<file path="src/rtl/msixc_pkg.sv">
package msixc_pkg;

  localparam logic [7:0]  CAP_ID     = 8'h11;
  localparam logic [63:0] PAGE_BYTES = 64'h1000;
  localparam logic [63:0] PBA_SHIFT  = 64'h800;
  localparam logic [63:0] MAX_ORIG   = 64'h8000_0000;
  localparam int          MAX_VEC    = 2048;

  localparam int CTL_EN_BIT   = 31;
  localparam int CTL_MASK_BIT = 30;

  typedef enum logic [1:0] {
    DW_CTRL = 2'd0,
    DW_TBL  = 2'd1,
    DW_PBA  = 2'd2,
    DW_NONE = 2'd3
  } cap_dw_e;

  typedef struct packed {
    logic en;
    logic mask;
  } ctl_bits_t;

  function automatic logic [63:0] adj_size(input logic [63:0] orig);
    if (orig == 64'd0)            return 64'd0;
    else if (orig < PAGE_BYTES)   return PAGE_BYTES;
    else                          return orig;
  endfunction

  function automatic logic [63:0] grown_size(input logic [63:0] orig);
    if (orig == 64'd0) return PAGE_BYTES;
    else               return adj_size(orig) << 1;
  endfunction

  function automatic logic params_bad(input int nvec, input logic [63:0] orig);
    return (nvec < 1) || (nvec > MAX_VEC) || (orig > MAX_ORIG);
  endfunction

endpackage

</file>
<file path="src/rtl/msixc_size.sv">
module msixc_size
  import msixc_pkg::*;
#(
  parameter int          NUM_VEC   = 8,
  parameter logic [2:0]  BAR_IDX   = 3'd0,
  parameter logic [63:0] ORIG_SIZE = 64'h0
) (
  output logic        err_o,
  output logic [32:0] bar_size_o,
  output logic [31:0] tbl_dw_o,
  output logic [31:0] pba_dw_o
);

  localparam logic        BAD     = params_bad(NUM_VEC, ORIG_SIZE);
  localparam logic [63:0] ADJ     = adj_size(ORIG_SIZE);
  localparam logic [63:0] GROWN   = grown_size(ORIG_SIZE);
  localparam logic [63:0] PBA_OFS = ADJ + PBA_SHIFT;

  always_comb begin
    err_o = BAD;
    if (BAD) begin
      bar_size_o = '0;
      tbl_dw_o   = '0;
      pba_dw_o   = '0;
    end else begin
      bar_size_o = GROWN[32:0];
      tbl_dw_o   = {ADJ[31:3], BAR_IDX};
      pba_dw_o   = {PBA_OFS[31:3], BAR_IDX};
    end
  end

endmodule

</file>
<file path="src/rtl/msixc_regs.sv">
module msixc_regs
  import msixc_pkg::*;
#(
  parameter int         NUM_VEC  = 8,
  parameter int         CFG_AW   = 6,
  parameter logic [7:0] CAP_PTR  = 8'h40,
  parameter logic [7:0] NEXT_PTR = 8'h00
) (
  input  logic              clk,
  input  logic              rst_n,
  input  logic              cfg_we,
  input  logic [CFG_AW-1:0] cfg_addr,
  input  logic [3:0]        cfg_be,
  input  logic [31:0]       cfg_wdata,
  input  logic              err_i,
  input  logic [31:0]       tbl_dw_i,
  input  logic [31:0]       pba_dw_i,
  output logic [31:0]       cfg_rdata,
  output logic              cfg_hit,
  output ctl_bits_t         ctl_q,
  output logic              ctl_wr,
  output ctl_bits_t         ctl_nxt
);

  localparam int                NDW    = 3;
  localparam logic [CFG_AW-1:0] BASE   = CFG_AW'(CAP_PTR >> 2);
  localparam logic [10:0]       QSIZE  = 11'(NUM_VEC - 1);

  logic [NDW-1:0] sel;
  cap_dw_e        dw_sel;

  for (genvar g = 0; g < NDW; g++) begin : g_dec
    localparam logic [CFG_AW-1:0] ADDR_G = BASE + CFG_AW'(g);
    assign sel[g] = !err_i && (cfg_addr == ADDR_G);
  end

  always_comb begin
    dw_sel = DW_NONE;
    if (sel[0])      dw_sel = DW_CTRL;
    else if (sel[1]) dw_sel = DW_TBL;
    else if (sel[2]) dw_sel = DW_PBA;
  end

  assign cfg_hit = |sel;

  always_comb begin
    unique case (dw_sel)
      DW_CTRL: cfg_rdata = {ctl_q.en, ctl_q.mask, 3'b000, QSIZE, NEXT_PTR, CAP_ID};
      DW_TBL:  cfg_rdata = tbl_dw_i;
      DW_PBA:  cfg_rdata = pba_dw_i;
      default: cfg_rdata = '0;
    endcase
  end

  assign ctl_wr       = cfg_we && sel[0] && cfg_be[3];
  assign ctl_nxt.en   = cfg_wdata[CTL_EN_BIT];
  assign ctl_nxt.mask = cfg_wdata[CTL_MASK_BIT];

  always_ff @(posedge clk) begin
    if (!rst_n) begin
      ctl_q <= '0;
    end else if (ctl_wr) begin
      ctl_q <= ctl_nxt;
    end
  end

endmodule

</file>
<file path="src/rtl/msixc_scan.sv">
module msixc_scan
  import msixc_pkg::*;
#(
  parameter int NUM_VEC = 8,
  parameter int VEC_W   = 3
) (
  input  logic             clk,
  input  logic             rst_n,
  input  logic             ctl_wr,
  input  ctl_bits_t        ctl_nxt,
  input  logic             rply_ready,
  output logic             rply_valid,
  output logic [VEC_W-1:0] rply_vec,
  output logic             busy,
  output logic             intx_clear
);

  localparam logic [VEC_W-1:0] LAST = VEC_W'(NUM_VEC - 1);

  logic             active_q;
  logic [VEC_W-1:0] idx_q;
  logic             at_last;
  logic             go;

  if (NUM_VEC <= 1) begin : g_single
    assign at_last = 1'b1;
  end else begin : g_multi
    assign at_last = (idx_q == LAST);
  end

  assign go = ctl_nxt.en && !ctl_nxt.mask;

  always_ff @(posedge clk) begin
    if (!rst_n) begin
      active_q   <= 1'b0;
      idx_q      <= '0;
      intx_clear <= 1'b0;
    end else begin
      intx_clear <= ctl_wr && ctl_nxt.en;
      if (ctl_wr) begin
        active_q <= go;
        idx_q    <= '0;
      end else if (active_q && rply_ready) begin
        if (at_last) begin
          active_q <= 1'b0;
          idx_q    <= '0;
        end else begin
          idx_q <= idx_q + VEC_W'(1);
        end
      end
    end
  end

  assign rply_valid = active_q;
  assign rply_vec   = idx_q;
  assign busy       = active_q;

endmodule

</file>
<file path="src/rtl/msix_cap_ctrl.sv">
module msix_cap_ctrl
  import msixc_pkg::*;
#(
  parameter int          NUM_VEC   = 8,
  parameter logic [2:0]  BAR_IDX   = 3'd0,
  parameter logic [63:0] ORIG_SIZE = 64'h0,
  parameter int          CFG_AW    = 6,
  parameter logic [7:0]  CAP_PTR   = 8'h40,
  parameter logic [7:0]  NEXT_PTR  = 8'h00,
  parameter int          VEC_W     = (NUM_VEC > 1) ? $clog2(NUM_VEC) : 1
) (
  input  logic              clk,
  input  logic              rst_n,
  input  logic              cfg_we,
  input  logic [CFG_AW-1:0] cfg_addr,
  input  logic [3:0]        cfg_be,
  input  logic [31:0]       cfg_wdata,
  output logic [31:0]       cfg_rdata,
  output logic              cfg_hit,
  output logic              cfg_err,
  output logic [32:0]       bar_size,
  output logic              msix_en,
  output logic              mask_all,
  output logic              intx_clear,
  output logic              busy,
  output logic              rply_valid,
  input  logic              rply_ready,
  output logic [VEC_W-1:0]  rply_vec
);

  logic [31:0] tbl_dw;
  logic [31:0] pba_dw;
  ctl_bits_t   ctl_q;
  ctl_bits_t   ctl_nxt;
  logic        ctl_wr;

  msixc_size #(
    .NUM_VEC   (NUM_VEC),
    .BAR_IDX   (BAR_IDX),
    .ORIG_SIZE (ORIG_SIZE)
  ) size_i (
    .err_o      (cfg_err),
    .bar_size_o (bar_size),
    .tbl_dw_o   (tbl_dw),
    .pba_dw_o   (pba_dw)
  );

  msixc_regs #(
    .NUM_VEC  (NUM_VEC),
    .CFG_AW   (CFG_AW),
    .CAP_PTR  (CAP_PTR),
    .NEXT_PTR (NEXT_PTR)
  ) regs_i (
    .clk       (clk),
    .rst_n     (rst_n),
    .cfg_we    (cfg_we),
    .cfg_addr  (cfg_addr),
    .cfg_be    (cfg_be),
    .cfg_wdata (cfg_wdata),
    .err_i     (cfg_err),
    .tbl_dw_i  (tbl_dw),
    .pba_dw_i  (pba_dw),
    .cfg_rdata (cfg_rdata),
    .cfg_hit   (cfg_hit),
    .ctl_q     (ctl_q),
    .ctl_wr    (ctl_wr),
    .ctl_nxt   (ctl_nxt)
  );

  msixc_scan #(
    .NUM_VEC (NUM_VEC),
    .VEC_W   (VEC_W)
  ) scan_i (
    .clk        (clk),
    .rst_n      (rst_n),
    .ctl_wr     (ctl_wr),
    .ctl_nxt    (ctl_nxt),
    .rply_ready (rply_ready),
    .rply_valid (rply_valid),
    .rply_vec   (rply_vec),
    .busy       (busy),
    .intx_clear (intx_clear)
  );

  assign msix_en  = ctl_q.en;
  assign mask_all = ctl_q.mask;

endmodule

</file>
<file path="config.mk">
export PLATFORM = sky130hd
export DESIGN_NAME = msix_cap_ctrl
export DESIGN_NICKNAME = d
export VERILOG_FILES = /design/src/rtl/msixc_pkg.sv /design/src/rtl/msixc_size.sv /design/src/rtl/msixc_regs.sv /design/src/rtl/msixc_scan.sv /design/src/rtl/msix_cap_ctrl.sv
export SDC_FILE = /design/constraint.sdc
export NUM_CORES = 1
export LEC_CHECK = 0
export BUFFER_PORTS_ARGS = -buffer_cell sky130_fd_sc_hd__clkbuf_2
export CAP_MARGIN = 20
export CELL_PAD_IN_SITES_DETAIL_PLACEMENT = 0
export CELL_PAD_IN_SITES_GLOBAL_PLACEMENT = 1
export CORE_MARGIN = 2
export CORE_UTILIZATION = 19
export DETAILED_ROUTE_END_ITERATION = 10
export PLACE_DENSITY = 0.92
export SLEW_MARGIN = 20
export SYNTH_ARGS = -nofsm -noshare
export SYNTH_HDL_FRONTEND = slang
export SYNTH_SLANG_ARGS = --single-unit
</file>
<file path="constraint.sdc">
create_clock -name clk -period 4 [get_ports clk]
set_clock_uncertainty 0.05 [all_clocks]
set_input_delay 0.8 -clock clk [delete_from_list [all_inputs] [get_ports clk]]
set_output_delay 0.8 -clock clk [all_outputs]
set_load 0.005 [all_outputs]
</file>
After elaboration in Yosys (flattened, before gate mapping)
Cells that the tools add are included.
{"block": "word_totals", "in_bits": 46, "register_bits": 7, "output_inout_bits": 75, "elab_cells": 32}
{"block": "classes", "n_addsub": 1, "reduce_logical": 12, "bitwise": 1, "eq_ne": 5, "muxes": 8}
{"op": "$pmux W32 S2", "n": 1}
{"op": "$eq A6 B5 Y1 const B", "n": 3}
{"op": "$logic_and A1 B1 Y1", "n": 5}
{"op": "$mux W1", "n": 4}
{"op": "$mux W2", "n": 2}
{"op": "$reduce_bool A2 Y1", "n": 2}
{"op": "$add A3 B1 Y3 const B", "n": 1}
{"op": "$eq A3 B3 Y1 const B", "n": 1}
{"op": "$mux W3", "n": 1}
{"op": "$reduce_or A3 Y1", "n": 1}
{"op": "$eq A2 B2 Y1 const B", "n": 1}
{"op": "$logic_not A2 Y1", "n": 1}
{"op": "$reduce_and A2 Y1", "n": 1}
{"op": "$reduce_or A2 Y1", "n": 1}
{"op": "$logic_not A1 Y1", "n": 1}
{"op": "$not A1 Y1", "n": 1}

Longest topological paths before layout
Gate-level depths: netlist of the first run.
{"block": "depth", "ltp_word": 6, "depth_mapped": 5, "depth_no_buf": 5}

By module
A second synthesis of the first run with hierarchy kept.
{"block": "unflattened", "hier_cells": 232, "hier_area_um2": 1861.8}
{"mod": "msixc_regs", "n_inst": 1, "seq_area_each_um2": 40.0, "cells_per_inst": 108, "area_per_inst_um2": 895.9}
{"mod": "msixc_size", "n_inst": 1, "seq_area_each_um2": 0.0, "cells_per_inst": 100, "area_per_inst_um2": 743.2}
{"mod": "msixc_scan", "n_inst": 1, "seq_area_each_um2": 100.1, "cells_per_inst": 24, "area_per_inst_um2": 222.7}

Worst setup path before layout of the first run
Ideal clock, no wire load.
{"block": "synth_path", "kind": "input to output", "start": "input port cfg_addr[3]", "end": "output port cfg_rdata[30]", "path_slack_ns": 1.129, "path_stages": 3, "t_arrival_ns": 2.021, "n_path_buf": 0, "required_time_ns": 3.150, "path_cell_list": "or4b_4 > nor3_1 > and2_1"}
{"block": "synth_via", "elab_chain_len": 6, "word_cells_on_any_way": 9, "classes_between": "eq/ne: 4; mux: 4; reduce/logical: 1"}
{"element": "start, declared", "line": "msix_cap_ctrl.sv:15", "source": "input logic [CFG_AW-1:0] cfg_addr,"}
{"element": "$eq A6 B5 Y1", "line": "msixc_regs.sv:34", "source": "assign sel[g] = !err_i && (cfg_addr == ADDR_G);"}
{"element": "$mux W1", "line": "msixc_regs.sv:41", "source": "else if (sel[2]) dw_sel = DW_PBA;"}
{"element": "$mux W2", "line": "msixc_regs.sv:40", "source": "else if (sel[1]) dw_sel = DW_TBL;"}
{"element": "$mux W2 (*)", "line": "msixc_regs.sv:39", "source": "if (sel[0]) dw_sel = DW_CTRL;"}
{"element": "$eq A2 B2 Y1 / $logic_not A2 Y1 (equally long branches)", "line": "msixc_regs.sv:47", "source": "unique case (dw_sel)"}
{"element": "$pmux W32 S2 (*)", "line": "msixc_regs.sv:47"}
{"element": "end, declared", "line": "msix_cap_ctrl.sv:18", "source": "output logic [31:0] cfg_rdata,"}
Every way passes the cells marked *; elsewhere a longest branch is shown, timed or not.

Final worst setup path of the first run
{"block": "layout_path", "start": "input port cfg_addr[3]", "end": "output port cfg_rdata[31]"}
Same word-level chain as after synthesis.

==> results of run 1 <==
how the worst max path moves through the flow:
| stage | start | end | slack, ps |
|---|---|---|---|
| 4_1_cts | cfg_addr[3] | cfg_rdata[31] | 770 |
| 2_1_floorplan | cfg_addr[3] | cfg_rdata[30] | 1130 |
| 5_1_grt | cfg_addr[3] | cfg_rdata[31] | 670 |
| 6_report | cfg_addr[3] | cfg_rdata[31] | 830 |
| 3_5_place_dp | cfg_addr[3] | cfg_rdata[31] | 770 |
| 3_3_place_gp | cfg_addr[3] | cfg_rdata[31] | 800 |
logic make-up (layout without fill, tap and decap cells):
kind of cell	count (synthesis)	after routing	share of synthesized area, %
buffers and inverters	63	33	55.7
adder cells (fa/ha/maj)	2	2	2.95
AND/OR/NAND/NOR	20	20	15.8
flip-flops	7	7	16.5
multiplexers	5	5	6.48
AO/OA/AOI/OAI	3	3	1.77
other	2	58	0.884
cell type report:
class                      instances  share of cell area, %
multi-input combinational         88                   53.0
timing repair buffer              29                   17.2
sequential                         7                   16.6
tap                               52                   7.73
clock buffer                       4                   5.35
state kept, by name, indices dropped and copies added, names as in the netlist:
register           flops
scan_i.rply_vec        3
regs_i.ctl_q           2
scan_i.busy            1
scan_i.intx_clear      1
metrics by stage:
stage / total power (µW) / cell area [µm²] / setup slack (ps)
final: 196 / 842 / 825
after global routing: 205 / 842 / 670
after floorplan: 128 / 1060 / 1130
after CTS: 197 / 842 / 766
after global placement: 95.8 / 797 / 801
after detailed placement: 96.2 / 797 / 767
where the power goes:
group	leakage, µW	internal, µW	total, µW	switching (µW)
Combinational	0.000415	6.57	26.0	19.4
Clock	0.0000228	69.0	100	31.0
Sequential	0.0000564	70.1	70.2	0.0625
synth_stat cells, drive strengths merged (2+ instances only):
library cell	number
nand2	7
nor3b	4
and2	2
dfxtp	7
ha	2
buf	63
nor2	2
conb	2
a21oi	3
mux2i	4
per-layer routing:
layer	vias to the layer above	wire length [µm]	GRT usage, %
met1	247	408	4.13
met3	2	175	1.28
met5	-	0	0
met2	43	698	7.89
li1	259	-	-
met4	0	21	3.77
worst max-delay path: cells and delay by family:
family	cells	cell delay, ps
buffers and inverters	2	190
AND/OR/NAND/NOR	3	1340
==> results.md, run 1 <==
* Core box area at ~4300 µm²
* Storage element area at around 140 µm²
* Global-route usage over all layers at 4.44%
* Synth Instances at slightly above 100
* Distinct cells, synth at 16
* Worst reg2reg path startpoint: scan_i.rply_vec[0]$_SDFFE_PP0P_
* Fillers at a little over 500
* # setup viols final at 0
* I/O pins at approximately 120
* Most common cell after layout, fill and taps aside: conb_1
* Vias in the first global route at ~400
* Crit start category: input port
* Final net count at ~180
* Final WL at ~1.3 mm
* Worst hold margin at roughly 420 ps
* Worst hold path depth at 2
* CTS tree: built
* Max-cap check violation count at 0
* CTS HTree Levels at 1
* CTS buffer count at 3
* Reg2reg end: scan_i.rply_vec[1]$_SDFFE_PP0P_
* Crit Path Category: in -> out
* Number of I/O port buffers at 29
* VDD IR max at 0.0761 mV
* Final Hold Viols at 0
* Largest net degree at the start of global routing at 10
* Hold Startpoint: regs_i.ctl_q[1]$_SDFFE_PN0P_
* Post-synthesis async set-or-reset flop share at 0%
* Critical path data arrival time at about 2300 ps
* Clock root buffer: clkbuf_8
* Tcrit/Tclk final at between 70% and 80%
* Clk slew on worst S/H paths at approximately 40 ps
* Synth area leaders: buf_4 56%, dfxtp_1 16%, mux2i_1 4.7%, nor3b_1 3.5%, nand2_1 3.1%
* Slew HR at a little over half
* DR WL/cell at roughly 7.2 µm
* Placed cell count at 176
* Die Y at a little over 70 µm
* Post-Syn Area at roughly 850 µm²
* RSZ-0062 raised after global routing: false
* Clock Sink Count at 7
* Hold Crit Class: reg -> reg
* Worst Path Max Fanout at 7
* Most frequent cells in the layout: 58 x conb_1, 29 x clkbuf_2, 7 x nand2_1, 7 x dfxtp_1
* Reg2Reg Depth at 5
* Remaining Overflow, GRT at 0
* DRT antenna net count at 0
* ANT cells at 0
* Initial antenna violation count at 0
* Yosys warns at 0
* Power density over the cells at about 230 nW/µm²
* End of the worst hold path: regs_i.ctl_q[1]$_SDFFE_PN0P_
* Multi-input logic area at 447 µm²
* Final Max Slew Viols at 0
* Worst Max-Slew Pin Slew at 675 ps
* Mean Syn Cell Area at about 8.3 µm²
* Die ar. at ~5000 µm²
* Ys flop type: dfxtp_1
* Clk buf depth at 2
* Drt via density at 3.06
* Setup Total Neg Slack at 0 ps
* Dpl hpwl at approximately 1.1 mm
* Residual DRC at 0
* Layout area overhead at -0.884%
* Gpl congestion at 0.606
* Final worst path period need at between 3000 and 4000 ps
* Status: complete, no violations
* Slowest stage cell, crit path: or4b_4
* Leakage at 0.000494 µW
* Initial Util at 19.6%
* Reg2Reg Setup Slack at ~2700 ps
* First-pass iteration count of the detailed router at 4
* Synth top area share at a little under three fifths
* Hold buffer count at CTS at 0
* Starting DRT DRC Count at 18
* Worst path max stage delay at between 500 and 600 ps
* Row cnt at 24
* First-pass GRT wire length at ~1.7 mm
* Critical Path End Type: primary output
* Chip width at slightly above 70 µm
* Critical-path cell list: clkbuf_2, or4b_4, nor3_1, and2_1, clkbuf_2
* Post-synth EDFFs at 0
* Final core utilization at between 10% and 20%
* Final Non-Filler Cells at 180
* Postcts setup bufs at 0
* Fmax achieved at 0.315 GHz
* Layout cell share with drive strength beyond 1 at 28.1%
* CTS resizes at 0
* Post-synthesis register bit count at 7
* Seq/Total Area, Yosys at around 16%
* Top cell by count, worst path: clkbuf_2
* Clock Latency Late Sink at ~220 ps
* Req. time, crit path at around 3200 ps
* Vias at around 550
* Cell taking the most area after synthesis: buf_4
Power figures use the tool's default switching activity.
==> inputs of run 2 (changes only) <==
ABC_AREA = 1   (was unset)
CORE_UTILIZATION = 16   (was 19)
PLACE_DENSITY = 0.83   (was 0.92)
clock period = 2.6 ns   (was 4 ns; I/O delays follow)
==> results.md, run 2 <==
* Status: complete, no violations
* First-pass GRT wire length at 1.97 mm (+14%)
* Global-route usage over all layers at 4.17% (-0.27 points)
* CTS buffer count at 3 (unchanged)
* Tcrit/Tclk final at 72.3%
* Post-synth EDFFs at 0 (unchanged)
* RSZ-0062 raised after global routing: false
* CTS resizes at 0 (unchanged)
* Final worst path period need at 1880 ps
* Vias at 606 (+10%)
* Core box area at 5410 µm² (+25%)
* Seq/Total Area, Yosys at 15.9% (-0.59 points)
* Clock Sink Count at 7 (unchanged)
* CTS tree: built
* Req. time, crit path at 2030 ps (-1120 ps)
* Hold Crit Class: reg -> reg
* Remaining Overflow, GRT at 0 (unchanged)
* Fmax achieved at between 0.5 and 0.6 GHz
* Crit start category: input port
* DR WL/cell at 6.36 µm (-12%)
* Max-cap check violation count at 0 (unchanged)
* Clock root buffer: clkbuf_8
* Final WL at 1.41 mm (+8.3%)
* Most common cell in the netlist: buf_4
* Critical path data arrival time at 1310 ps (-1010 ps)
* Clock Latency Late Sink at 230 ps (about the same)
* Final net count at 199 (+12%)
* Cell taking the most area after synthesis: buf_4
* Vias in the first global route at 472 (+19%)
* First-pass iteration count of the detailed router at 3 (-1)
* Crit Path Category: in -> out
* Critical-path cell list: clkbuf_2, nor2_2, nand2_1, nor2_2, clkbuf_2
* Clk slew on worst S/H paths at 40 ps (about the same)
* Row cnt at 27 (+13%)
* Power Total at 306 µW (+56%)
* VDD IR max at 0.0971 mV (+28%)
* Initial Util at 16.3% (-3.4 points)
* # setup viols final at 0 (unchanged)
* Die Y at 78.2 µm (+10%)
* Worst hold margin at 435 ps (+12.3 ps)
* Die ar. at 6110 µm² (+22%)
* Largest net degree at the start of global routing at 8 (-2)
* Cell family with most CP delay: simple AND/OR/NAND/NOR gates
* Drt via density at 2.73 (-11%)
* Number of I/O port buffers at 29 (unchanged)
* Power density over the cells at 341 nW/µm² (+46%)
* Yosys warns at 0 (unchanged)
* DRT antenna net count at 0 (unchanged)
* Starting DRT DRC Count at 4 (-14)
* ANT cells at 0 (unchanged)
* Clk buf depth at 2 (unchanged)
* Leakage at 0.000543 µW (+10%)
* Worst path max stage delay at 290 ps (-280 ps)
* Layout area overhead at 2.13%
* Postcts setup bufs at 0 (unchanged)
* Buf/Inv on CP at 2 (unchanged)
* I/O pins at 121 (unchanged)
* Residual DRC at 0 (unchanged)
* Synth area leaders: buf_4 54%, dfxtp_1 16%, nand2_1 5.5%, inv_1 4.7%, nor2_1 3.0%
* Dpl hpwl at 1.27 mm (+11%)
* Hold buffer count at CTS at 0 (unchanged)
* Gpl congestion at 0.638 (+5.3%)
* Mean Syn Cell Area at 7.10 µm² (-15%)
* CTS HTree Levels at 1 (unchanged)
* Fillers at 639 (+27%)
* Final Hold Viols at 0 (unchanged)
* Post-Syn Area at 881 µm² (+3.7%)
* Post-synthesis register bit count at 7 (unchanged)
* Synth Instances at 124 (+22%)
* Layout cell share with drive strength beyond 1 at 27.3% (-0.79 points)
* Initial antenna violation count at 0 (unchanged)
* Distinct cells, synth at 17 (+1)
* Most frequent cells in the layout: 58 x conb_1, 29 x clkbuf_2, 13 x nand2_1
* Post-synthesis async set-or-reset flop share at 0% (unchanged)
* Ys flop type: dfxtp_1
* Slowest stage cell, crit path: nor2_2
* Final Max Slew Viols at 0 (unchanged)
* Critical Path End Type: primary output
* Setup Total Neg Slack at 0 ps (unchanged)
* Chip width at 78.2 µm (+10%)
* Synth top area share at 53.7% (-2.0 points)
* Most common cell after layout, fill and taps aside: conb_1
* Worst Path Max Fanout at 7 (unchanged)
* Synth top cells by count: 63 x buf_4, 13 x nand2_1, 11 x inv_1
* Max reg flops at 3 (unchanged)
[run 2: cell count changes in the layout (fill, tap and decap cells not counted), moves of 4 or more]
cell and change:
inv_1 +11, mux2i_1 -4, nand2_1 +6, nand3_1 +4
nor2_1 +5, nor2_2 +4
[run 2: per-stage QoR]
stage          area, µm²  instances  worst slack [ps]  util (%)
4_1_cts              900        222               713      16.6
3_3_place_gp         853        218               726      15.8
6_report             900        222               721      16.6
5_1_grt              900        222               667      16.6
2_1_floorplan       1090        180               959         -
3_5_place_dp         853        218               714      15.8
[run 2: worst paths after layout]
kind,slack (ps),to,startpoint,cells after the start
hold / removal,430,regs_i.ctl_q[1]$_SDFFE_PN0P_,regs_i.ctl_q[1]$_SDFFE_PN0P_,2
setup reg to reg,1410,scan_i.busy$_SDFFE_PN0P_,scan_i.rply_vec[0]$_SDFFE_PP0P_,5
hold reg to reg,430,regs_i.ctl_q[1]$_SDFFE_PN0P_,regs_i.ctl_q[1]$_SDFFE_PN0P_,2
setup / recovery,720,cfg_rdata[0],cfg_addr[1],5
[run 2: where the power goes]
| group | switching [µW] | internal [µW] |
|---|---|---|
| logic | 33.3 | 11.2 |
| clock network | 50.0 | 104 |
| registers | 0.127 | 108 |
| total | 83.4 | 223 |
[run 2: kinds of logic after synthesis]
| family | count (synthesis) | synth area share, % |
|---|---|---|
| other cells | 2 | 0.853 |
| compound gates | 5 | 3.13 |
| fa+ha+maj | 2 | 2.84 |
| flops | 7 | 15.9 |
| buf+inv | 74 | 58.4 |
| simple gates | 34 | 18.9 |
[run 2: area by class of cell]
class	count	area, µm²	area share (%)
clock buffer	3	41.3	4.59
clock inverter	1	5.00	0.556
inverter	11	41.3	4.59
multi-input combinational	99	437	48.5
sequential	7	140	15.6
tap	72	90.1	10.0
timing repair buffer	29	145	16.1
[run 2: tightest hold or removal path, cell delays in order (launching register included)]
cell     delay (ps)
dfxtp_1         320
nand3_1          80
nand2_1          40
[run 2: metal layers]
layer	wire, µm	up-vias	global-route usage (%)
met5	0	-	0
li1	-	305	-
met3	179	0	1.03
met2	729	45	8.36
met4	0	0	2.63
met1	502	256	3.61
